`config.mk`:
```
export PLATFORM = sky130hd
export DESIGN_NAME = crfield_trunc
export DESIGN_NICKNAME = d
export VERILOG_FILES = /design/src/rtl/crt_pkg.sv /design/src/rtl/crt_mode_decode.sv /design/src/rtl/crt_bit_test.sv /design/src/rtl/crfield_trunc.sv
export SDC_FILE = /design/constraint.sdc
export NUM_CORES = 1
export LEC_CHECK = 0
export ABC_AREA = 1
export CELL_PAD_IN_SITES_DETAIL_PLACEMENT = 1
export CELL_PAD_IN_SITES_GLOBAL_PLACEMENT = 2
export CORE_MARGIN = 2
export CORE_UTILIZATION = 28
export CTS_BUF_LIST = sky130_fd_sc_hd__clkbuf_16
export CTS_CLUSTER_SIZE = 14
export DETAILED_ROUTE_END_ITERATION = 16
export GPL_ROUTABILITY_DRIVEN = 1
export PLACE_DENSITY_LB_ADDON = 0.1
export SYNTH_ARGS = -nofsm -noshare
export SYNTH_HDL_FRONTEND = slang
export SYNTH_SLANG_ARGS = --single-unit
```
`constraint.sdc`:
```
create_clock -name clk -period 2.21 [get_ports clk]
set_input_delay 0.221 -clock clk [delete_from_list [all_inputs] [get_ports clk]]
set_output_delay 0.221 -clock clk [all_outputs]
set_load 0.05 [all_outputs]
```
`src/rtl/crt_pkg.sv`:
```
package crt_pkg;

    localparam int MODE_W   = 24;
    localparam int B_DZ_FLD = 4;
    localparam int B_VLI    = 5;
    localparam int B_KIND_H = 19;
    localparam int B_KIND_L = 20;
    localparam int B_INV    = 21;
    localparam int B_AUX_A  = 22;
    localparam int B_AUX_B  = 23;
    localparam int FIELD_W  = 4;
    localparam int SEL_W    = $clog2(FIELD_W);

    typedef enum logic [1:0] {
        KIND_PASS = 2'b00,
        KIND_FFIRST = 2'b01,
        KIND_RSVD = 2'b10,
        KIND_PRED = 2'b11
    } kind_e;

    typedef enum logic [1:0] {
        ST_IDLE  = 2'd0,
        ST_RUN   = 2'd1,
        ST_FLUSH = 2'd2
    } state_e;

    typedef struct packed {
        kind_e            kind;
        logic             inv;
        logic             incl;
        logic             zero;
        logic [SEL_W-1:0] sel;
    } cfg_t;

endpackage

```
`src/rtl/crt_mode_decode.sv`:
```
module crt_mode_decode
    import crt_pkg::*;
(
    input  logic [MODE_W-1:0] mode_i,
    input  logic              is_field_i,
    input  logic [SEL_W-1:0]  dest_lo_i,
    output cfg_t              cfg_o
);

    logic unused_mode_bits;
    assign unused_mode_bits = ^{mode_i[3:0], mode_i[18:6]};

    always_comb begin
        cfg_o.kind = kind_e'({mode_i[B_KIND_H], mode_i[B_KIND_L]});
        cfg_o.inv  = mode_i[B_INV];
        if (is_field_i) begin
            cfg_o.sel  = {mode_i[B_AUX_A], mode_i[B_AUX_B]};
            cfg_o.zero = mode_i[B_DZ_FLD];
            cfg_o.incl = 1'b0;
        end else begin
            cfg_o.sel  = dest_lo_i;
            cfg_o.zero = mode_i[B_AUX_A];
            cfg_o.incl = mode_i[B_VLI];
        end
    end

endmodule

```
`src/rtl/crt_bit_test.sv`:
```
module crt_bit_test
    import crt_pkg::*;
(
    input  logic [FIELD_W-1:0] field_i,
    input  logic [SEL_W-1:0]   sel_i,
    input  logic               inv_i,
    output logic               pass_o
);

    logic picked;

    always_comb begin
        picked = 1'b0;
        for (int k = 0; k < FIELD_W; k++) begin
            if (sel_i == SEL_W'(k)) picked = field_i[k];
        end
        pass_o = picked ^ inv_i;
    end

endmodule

```
`src/rtl/crfield_trunc.sv`:
```
module crfield_trunc
    import crt_pkg::*;
#(
    parameter int MAXVL = 64,
    localparam int VL_W = $clog2(MAXVL + 1)
) (
    input  logic                clk,
    input  logic                rst_n,
    input  logic                start_i,
    input  logic [MODE_W-1:0]   mode_i,
    input  logic                is_field_i,
    input  logic [SEL_W-1:0]    dest_lo_i,
    input  logic [VL_W-1:0]     vl_i,
    input  logic                elem_valid_i,
    input  logic [FIELD_W-1:0]  elem_field_i,
    output logic                elem_ready_o,
    output logic                wr_en_o,
    output logic                wr_zero_o,
    output logic [VL_W-1:0]     wr_idx_o,
    output logic [VL_W-1:0]     vl_o,
    output logic                done_o,
    output logic                err_o
);

    localparam logic [VL_W-1:0] ONE = VL_W'(1);

    typedef struct packed {
        state_e          st;
        cfg_t            cfg;
        logic [VL_W-1:0] vl;
        logic [VL_W-1:0] idx;
        logic [VL_W-1:0] nvl;
        logic            wr_en;
        logic            wr_zero;
        logic [VL_W-1:0] wr_idx;
        logic            done;
        logic            err;
    } regs_t;

    regs_t q, d;
    cfg_t  dec_cfg;
    logic  pass;
    logic  last;

    crt_mode_decode u_dec (
        .mode_i     (mode_i),
        .is_field_i (is_field_i),
        .dest_lo_i  (dest_lo_i),
        .cfg_o      (dec_cfg)
    );

    crt_bit_test u_test (
        .field_i (elem_field_i),
        .sel_i   (q.cfg.sel),
        .inv_i   (q.cfg.inv),
        .pass_o  (pass)
    );

    assign last = (q.idx == (q.vl - ONE));

    always_comb begin
        d         = q;
        d.wr_en   = 1'b0;
        d.wr_zero = 1'b0;
        d.done    = 1'b0;
        d.err     = 1'b0;
        unique case (q.st)
            ST_IDLE: begin
                if (start_i) begin
                    d.cfg = dec_cfg;
                    d.vl  = vl_i;
                    d.nvl = vl_i;
                    d.idx = '0;
                    if (dec_cfg.kind == KIND_RSVD) begin
                        d.done = 1'b1;
                        d.err  = 1'b1;
                    end else if (vl_i == '0) begin
                        d.done = 1'b1;
                    end else begin
                        d.st = ST_RUN;
                    end
                end
            end
            ST_RUN: begin
                if (elem_valid_i) begin
                    d.wr_idx = q.idx;
                    d.idx    = q.idx + ONE;
                    if (last) begin
                        d.done = 1'b1;
                        d.st   = ST_IDLE;
                    end
                    unique case (q.cfg.kind)
                        KIND_PRED: begin
                            d.wr_en   = pass | q.cfg.zero;
                            d.wr_zero = ~pass & q.cfg.zero;
                        end
                        KIND_FFIRST: begin
                            if (pass) begin
                                d.wr_en = 1'b1;
                            end else begin
                                d.wr_en = q.cfg.incl;
                                d.nvl   = q.cfg.incl ? (q.idx + ONE) : q.idx;
                                if (q.cfg.zero && !(q.cfg.incl && last)) begin
                                    d.st   = ST_FLUSH;
                                    d.done = 1'b0;
                                    d.idx  = q.cfg.incl ? (q.idx + ONE) : q.idx;
                                end else begin
                                    d.st   = ST_IDLE;
                                    d.done = 1'b1;
                                end
                            end
                        end
                        default: d.wr_en = 1'b1;
                    endcase
                end
            end
            ST_FLUSH: begin
                d.wr_en   = 1'b1;
                d.wr_zero = 1'b1;
                d.wr_idx  = q.idx;
                d.idx     = q.idx + ONE;
                if (last) begin
                    d.done = 1'b1;
                    d.st   = ST_IDLE;
                end
            end
            default: d.st = ST_IDLE;
        endcase
    end

    always_ff @(posedge clk or negedge rst_n) begin
        if (!rst_n) q <= '0;
        else        q <= d;
    end

    assign elem_ready_o = (q.st == ST_RUN);
    assign wr_en_o      = q.wr_en;
    assign wr_zero_o    = q.wr_zero;
    assign wr_idx_o     = q.wr_idx;
    assign vl_o         = q.nvl;
    assign done_o       = q.done;
    assign err_o        = q.err;

    AST_WRITE_IN_RANGE: assert property (@(posedge clk) disable iff (!rst_n)
        wr_en_o |-> (wr_idx_o < q.vl)) else $error("write index beyond VL");
    AST_ZERO_IMPLIES_WRITE: assert property (@(posedge clk) disable iff (!rst_n)
        wr_zero_o |-> wr_en_o) else $error("zero flag without write");
    AST_TAIL_STAYS_ZERO: assert property (@(posedge clk) disable iff (!rst_n)
        (wr_en_o && wr_zero_o && q.cfg.kind == KIND_FFIRST) |=> !(wr_en_o && !wr_zero_o))
        else $error("live write after zero tail");
    AST_VL_NEVER_GROWS: assert property (@(posedge clk) disable iff (!rst_n)
        done_o |-> (vl_o <= q.vl)) else $error("length grew");
    AST_PRED_KEEPS_VL: assert property (@(posedge clk) disable iff (!rst_n)
        (done_o && q.cfg.kind == KIND_PRED) |-> (vl_o == q.vl)) else $error("pred changed length");
    AST_RSVD_SILENT: assert property (@(posedge clk) disable iff (!rst_n)
        err_o |-> (done_o && !wr_en_o)) else $error("reserved mode misbehaved");
    AST_DONE_NOT_READY: assert property (@(posedge clk) disable iff (!rst_n)
        done_o |-> !elem_ready_o) else $error("ready during done");
    AST_DONE_PULSE: assert property (@(posedge clk) disable iff (!rst_n)
        done_o |=> !done_o) else $error("done longer than a cycle");

endmodule

```
Word level (Yosys, flattened, before mapping). Cells that the tools add are included.

Add/sub/neg operators: 2. Equality and inequality tests: 15. Multiplexer cells: 35. Bitwise gates (word level): 4. Reduce and logical (&&, ||, !) cells: 14.

Operators by type and width (number): two-way mux 30 bit (1); two-way mux 14 bit (2); two-way mux 24 bit (1); one-hot mux 7 bit (3 select lines) (1); one-hot mux 9 bit (2 select lines) (1); two-way mux 2 bit (8); two-way mux 1 bit (14); two-way mux 7 bit (2); one-hot mux 7 bit (2 select lines) (1); == test 2 bit (second input constant) (5); inequality test 2 bit (second input constant) (5); adder 7 x 1 -> 7 bit (second input constant) (1); == test 7 bit (1); logical NOT 7 bit (1); subtractor 7 x 1 -> 7 bit (second input constant) (1); == test 2 x 1 -> 1 bit (second input constant) (3); one-hot mux 2 bit (3 select lines) (1); AND reduction 5 bit (1); logical NOT 2 bit (2); two-way mux 4 bit (1); AND reduction 2 bit (2); AND reduction 4 bit (1); nonzero test 2 bit (2); one-hot mux 1 bit (3 select lines) (1); 10 further kinds (11).

Bits in registers: 41. Bits of input ports: 42. Output and inout bits: 19. Logic and storage cells: 84.

Longest topological paths before layout.
Depth after elaboration: 11. Mapped depth: 17. Gate-level depth less buffers: 17.

By module. From an unflattened synthesis, not the netlist that was laid out.

Cells, all modules: 382. Area total of the unflattened synthesis: 2661.3 um2.

Modules (own cells, without submodules): crfield_trunc (times used 1, cells an instance 354, area each 2536.2 um2, sequential area each 1026.0 um2); crt_mode_decode (times used 1, cells an instance 15, area each 67.6 um2, sequential area each 0.0 um2); crt_bit_test (times used 1, cells an instance 13, area each 57.6 um2, sequential area each 0.0 um2).

Worst setup path after synthesis. OpenSTA, ideal clock, no wires.

Path kind: reg-to-reg. From: register q[40] in the netlist's numbering. To: register q (netlist bit vl_o[0]). Library setup time: 125 ps. Arrival: 2019 ps. Required time: 2085 ps. Slack: 66 ps. Cell stages (with the launch flop): 8. Path buffers: 0. Clock period less this slack: 2144 ps. Cell sequence: dfrtp_1 > inv_1 > ha_1 > nand2_1 > clkinv_1 > nand3_1 > nand2_1 > mux2_2.

Cells in the longest elaborated chain, start to end: 3. Elaborated cells on any way between the ends: 9. Those cells by class: 5 x eq/ne; 1 x mux; 3 x reduce/logical.

Ends and longest elaborated chain: start, declared (RTL line crfield_trunc.sv:40) `regs_t q, d;`; start signal, assigned (RTL line crfield_trunc.sv:132) `if (!rst_n) q <= '0;`; start signal, assigned (RTL line crfield_trunc.sv:133) `else q <= d;`; == test 2 x 1 -> 1 bit *; net elem_ready_o (RTL line crfield_trunc.sv:16) `output logic elem_ready_o,`; inequality test 2 x 1 -> 1 bit (no line), or another cell as far along; AND reduction 5 bit (no line).

Mark *: on every way through the listed nets, which the timed path passes. The rest lies on a longest branch. A chain may end at the register's enable or synchronous reset.

Worst setup path in the final report.
From: register q[25] in the netlist's numbering. To: register q[23] in the netlist's numbering.

Cells in the longest elaborated chain, start to end: 10.

Ends and longest elaborated chain: subtractor 7 x 1 -> 7 bit (RTL line crfield_trunc.sv:59) `assign last = (q.idx == (q.vl - ONE));`; == test 7 bit (RTL line crfield_trunc.sv:59); logical AND 1 bit (RTL line crfield_trunc.sv:103) `if (q.cfg.zero && !(q.cfg.incl && last)) begin`; logical NOT 1 bit (RTL line crfield_trunc.sv:103); logical AND 1 bit (RTL line crfield_trunc.sv:103); two-way mux 7 bit (RTL line crfield_trunc.sv:103); two-way mux 14 bit (RTL line crfield_trunc.sv:98) `if (pass) begin`; two-way mux 14 bit (RTL line crfield_trunc.sv:92) `unique case (q.cfg.kind)`; two-way mux 24 bit (RTL line crfield_trunc.sv:85) `if (elem_valid_i) begin`; one-hot mux 7 bit (3 select lines) (RTL line crfield_trunc.sv:67) `unique case (q.st)`.

No other way between the ends. The select of a mux whose other input is x is not followed.

==> impl_metrics.csv <==
group,metric,value,unit
run_status,outcome,"finished clean",
timing,fmax,501.0,MHz
timing,tightest_slew,0.5537,ns
detailed_routing,dr.pass1.iters,4,
floorplanning,core,9328,sq um
synthesis,syn_nets,427,
timing,finClkSkew,0.004497,ns
timing,hold_slack,0.005007,ns
layout,fin_nets,464,
synthesis,yosysWarningCount,0,
setup_path,crit_chain,"inv_1 -> ha_1 -> nand2_1 -> nor2_1 -> nand2_1 -> nand2_1 -> nand2_1 -> nor2_4 -> nand3_4 -> nand3_4 -> inv_1 -> nand3b_1 -> nand2_1 -> nand2_1 -> nand2_1",
detailed_routing,drt_iter0_drc,73,
synthesis,synth_area,2721,sq um
clock_network,clock_sinks,41,
timing,finalHoldViolations,0,
floorplanning,start_util,29.18,%
clock_network,htree_levels,2,
detailed_routing,drc,0,
synthesis,synthMuxAreaShare,0.8276,%
grt,grt-ovfl-total,0,
clock_network,cts_buffers,5,
pwr,irDropWorstVdd,0.3777,mV
detailed_routing,wl_per_cell,14.31,um
setup_path,cpMaxStageDelayCell,"dfrtp_1",
synthesis,syn_area_per_cell,7.180,sq um
floorplanning,die_h,102.6,um
setup_path,cp_top_family,"simple AND/OR/NAND/NOR gates",
pwr,power,0.003937,W
layout,diodes,0,
grt,antenna_found_initial,0,
synthesis,async_reset_ff_share,100.0,%
setup_path,crit_cells,15,
setup_path,required,2.38,ns
synthesis,synthAdderAreaFrac,2.759,%
timing,relSlewSlack,63.09,%
placed_design,io_buffers,43,
placed_design,dp_hpwl,6.243,mm
synthesis,yosys_most_used_dff,"dfrtp_1",
floorplanning,die_area,10520,sq um
synthesis,synth_simple_gate_area_share,32.00,%
grt,grt_max_degree,42,
floorplanning,boundaryPins,61,
grt,grt_usage,16.02,%
layout,area_growth,23.68,%
synthesis,ys_ff_latch,41,
timing,finalSetupTns,0,ns
floorplanning,rows,35,
synthesis,synth_edf_count,0,
synthesis,synthCells,379,
timing,layout_min_cycle_time,1.996,ns
placed_design,globalplace.congestion,0.7928,
detailed_routing,ant_nets,0,
floorplanning,chipWidth,102.6,um
setup_path,path_buf_inv,2,
layout,fin_util,36.08,%
timing,timing.final.crit_share,90.31,%
clock_network,clk_pin_slew,0.06,ns
detailed_routing,totalWireLength,7.813,mm
synthesis,synth_compound_gate_area_share,9.471,%
clock_network,cts_tree,"built",
setup_path,rrSetupSlack,0.21,ns
min_path,min-delay-path-class,"in2async",
synthesis,ys_seq_area_share,37.70,%
synthesis,ys_types,37,
setup_path,cp_max_fo,6,
run,cap_violations,0,
layout,final_cell_mix,"nand2_1 (121), inv_1 (53), dfrtp_1 (41), clkdlybuf4s50_1 (41), nor2_1 (35)",
synthesis,synth-xor-area-share,3.908,%
setup_path,worstRegToRegCells,15,
setup_path,cpPeakStageDelay,0.39,ns
layout,drive_gt1_share,8.153,%
grt,grt_pass1_wl,12.85,mm
pwr,leakage,1.642,nW
clock_network,hold_buffers,0,
timing,finalSetupViolCount,0,
setup_path,critPathLaunchType,"flip-flop",
setup_path,critPathKind,"reg2reg",
setup_path,arrival,2.17,ns
clock_network,clockBufferDepth,2,
detailed_routing,dr_total_vias,2488,
clock_network,clock_latency,0.28,ns
setup_path,critPathCaptureType,"flip-flop",
detailed_routing,via_per_inst,4.557,
timing,slew_violations,0,
timing,rsz0062_at_grt,"no",
synthesis,synth_top_family_by_area,"simple AND/OR/NAND/NOR gates",
clock_network,cts-root-buf,"clkbuf_16",
layout,final_common_cell,"nand2_1",
pwr,powerDensity,1170,nW/um^2
setup_path,crit_top_cell,"nand2_1",
grt,grt_pass1_vias,2612,
-- path summary, 6_finish.rpt --
| path | from | to |
|---|---|---|
| min in group clk | mode_i[21] | q[36] |
| worst min-delay path | rst_n | q[32] |
| max in group asynchronous | rst_n | vl_o[6] |
| worst max register to register | q[25] | q[23] |
| worst max-delay path | q[25] | q[23] |
| worst min register to register | vl_o[0] | vl_o[0] |
-- layout make-up --
cell class,instances,area (sq um)
Clock buffer,5,125.1
Clock inverter,3,11.26
Fill cell,1166,5962
Inverter,55,206.4
Multi-Input combinational cell,260,1338
Sequential cell,41,1026
Tap cell,129,161.4
Timing Repair Buffer,53,498.0
-- registers in the layout (all words and copies together) (netlist names) --
signal / count
q: 23
wr_en_o: 1
err_o: 1
done_o: 1
vl_o: 7
wr_zero_o: 1
wr_idx_o: 7
-- repair_timing --
action | 4_1_cts | 5_1_grt
endpoints found under the hold margin | 0 | 0
buffers inserted | 0 | 0
gates resized for setup | 0 | 1
setup endpoints to repair | 0 | 1
-- power breakdown --
part	switching [W]	internal (W)	total [W]	leakage [nW]
Clock	0.000288	0.000407	0.000694	0.0776
Sequential	0.000231	0.000970	0.00120	0.534
Combinational	0.00131	0.000734	0.00204	1.03
Total	0.00183	0.00211	0.00394	1.64
-- metrics by stage --
stage	setup slack (ns)	cell area [sq um]	instances
2_1_floorplan	0.06602	2721	379
3_3_place_gp	0.1691	3224	538
3_5_place_dp	0.1584	3224	538
4_1_cts	0.1423	3361	546
5_1_grt	0.02706	3366	546
6_report	0.2142	3366	546
-- cells by family (layout without fill, tap and decap cells) --
kind of cell | count (synthesis) | after routing
AO/OA/AOI/OAI | 45 | 45
XOR/XNOR | 10 | 10
adder cells (fa/ha/maj) | 6 | 6
buffers and inverters | 78 | 116
flip-flops | 41 | 41
multiplexers | 2 | 2
AND/OR/NAND/NOR | 197 | 197
-- cells in the mapped netlist (2+ instances only) --
master / n / area [sq um]
clkbuf_1: 2 / 7.510
buf_2: 4 / 20.02
a21oi_1: 6 / 30.03
nand3_2: 2 / 20.02
nand3b_1: 4 / 30.03
inv_2: 3 / 11.26
a31oi_1: 3 / 18.77
o22ai_1: 11 / 68.82
nand3_1: 21 / 105.1
nor2_1: 35 / 131.4
nor2_4: 2 / 22.52
inv_1: 50 / 187.7
nand2_1: 121 / 454.2
dfrtp_1: 41 / 1026
clkinv_1: 2 / 7.510
nand3_4: 2 / 35.03
xnor2_1: 3 / 26.28
o21ai_0: 19 / 95.09
buf_4: 15 / 112.6
mux2_2: 2 / 22.52
nand4_1: 4 / 25.02
ha_1: 6 / 75.07
o211ai_1: 2 / 15.01
xor2_1: 6 / 52.55
-- metal layers --
layer	track usage [%]	share of wire, %
met1	19.74	47
met2	29.01	50
met3	2.508	2.2
met4	4.308	1.4
met5	0	0
No activity file was read; power rests on OpenSTA's default activity.
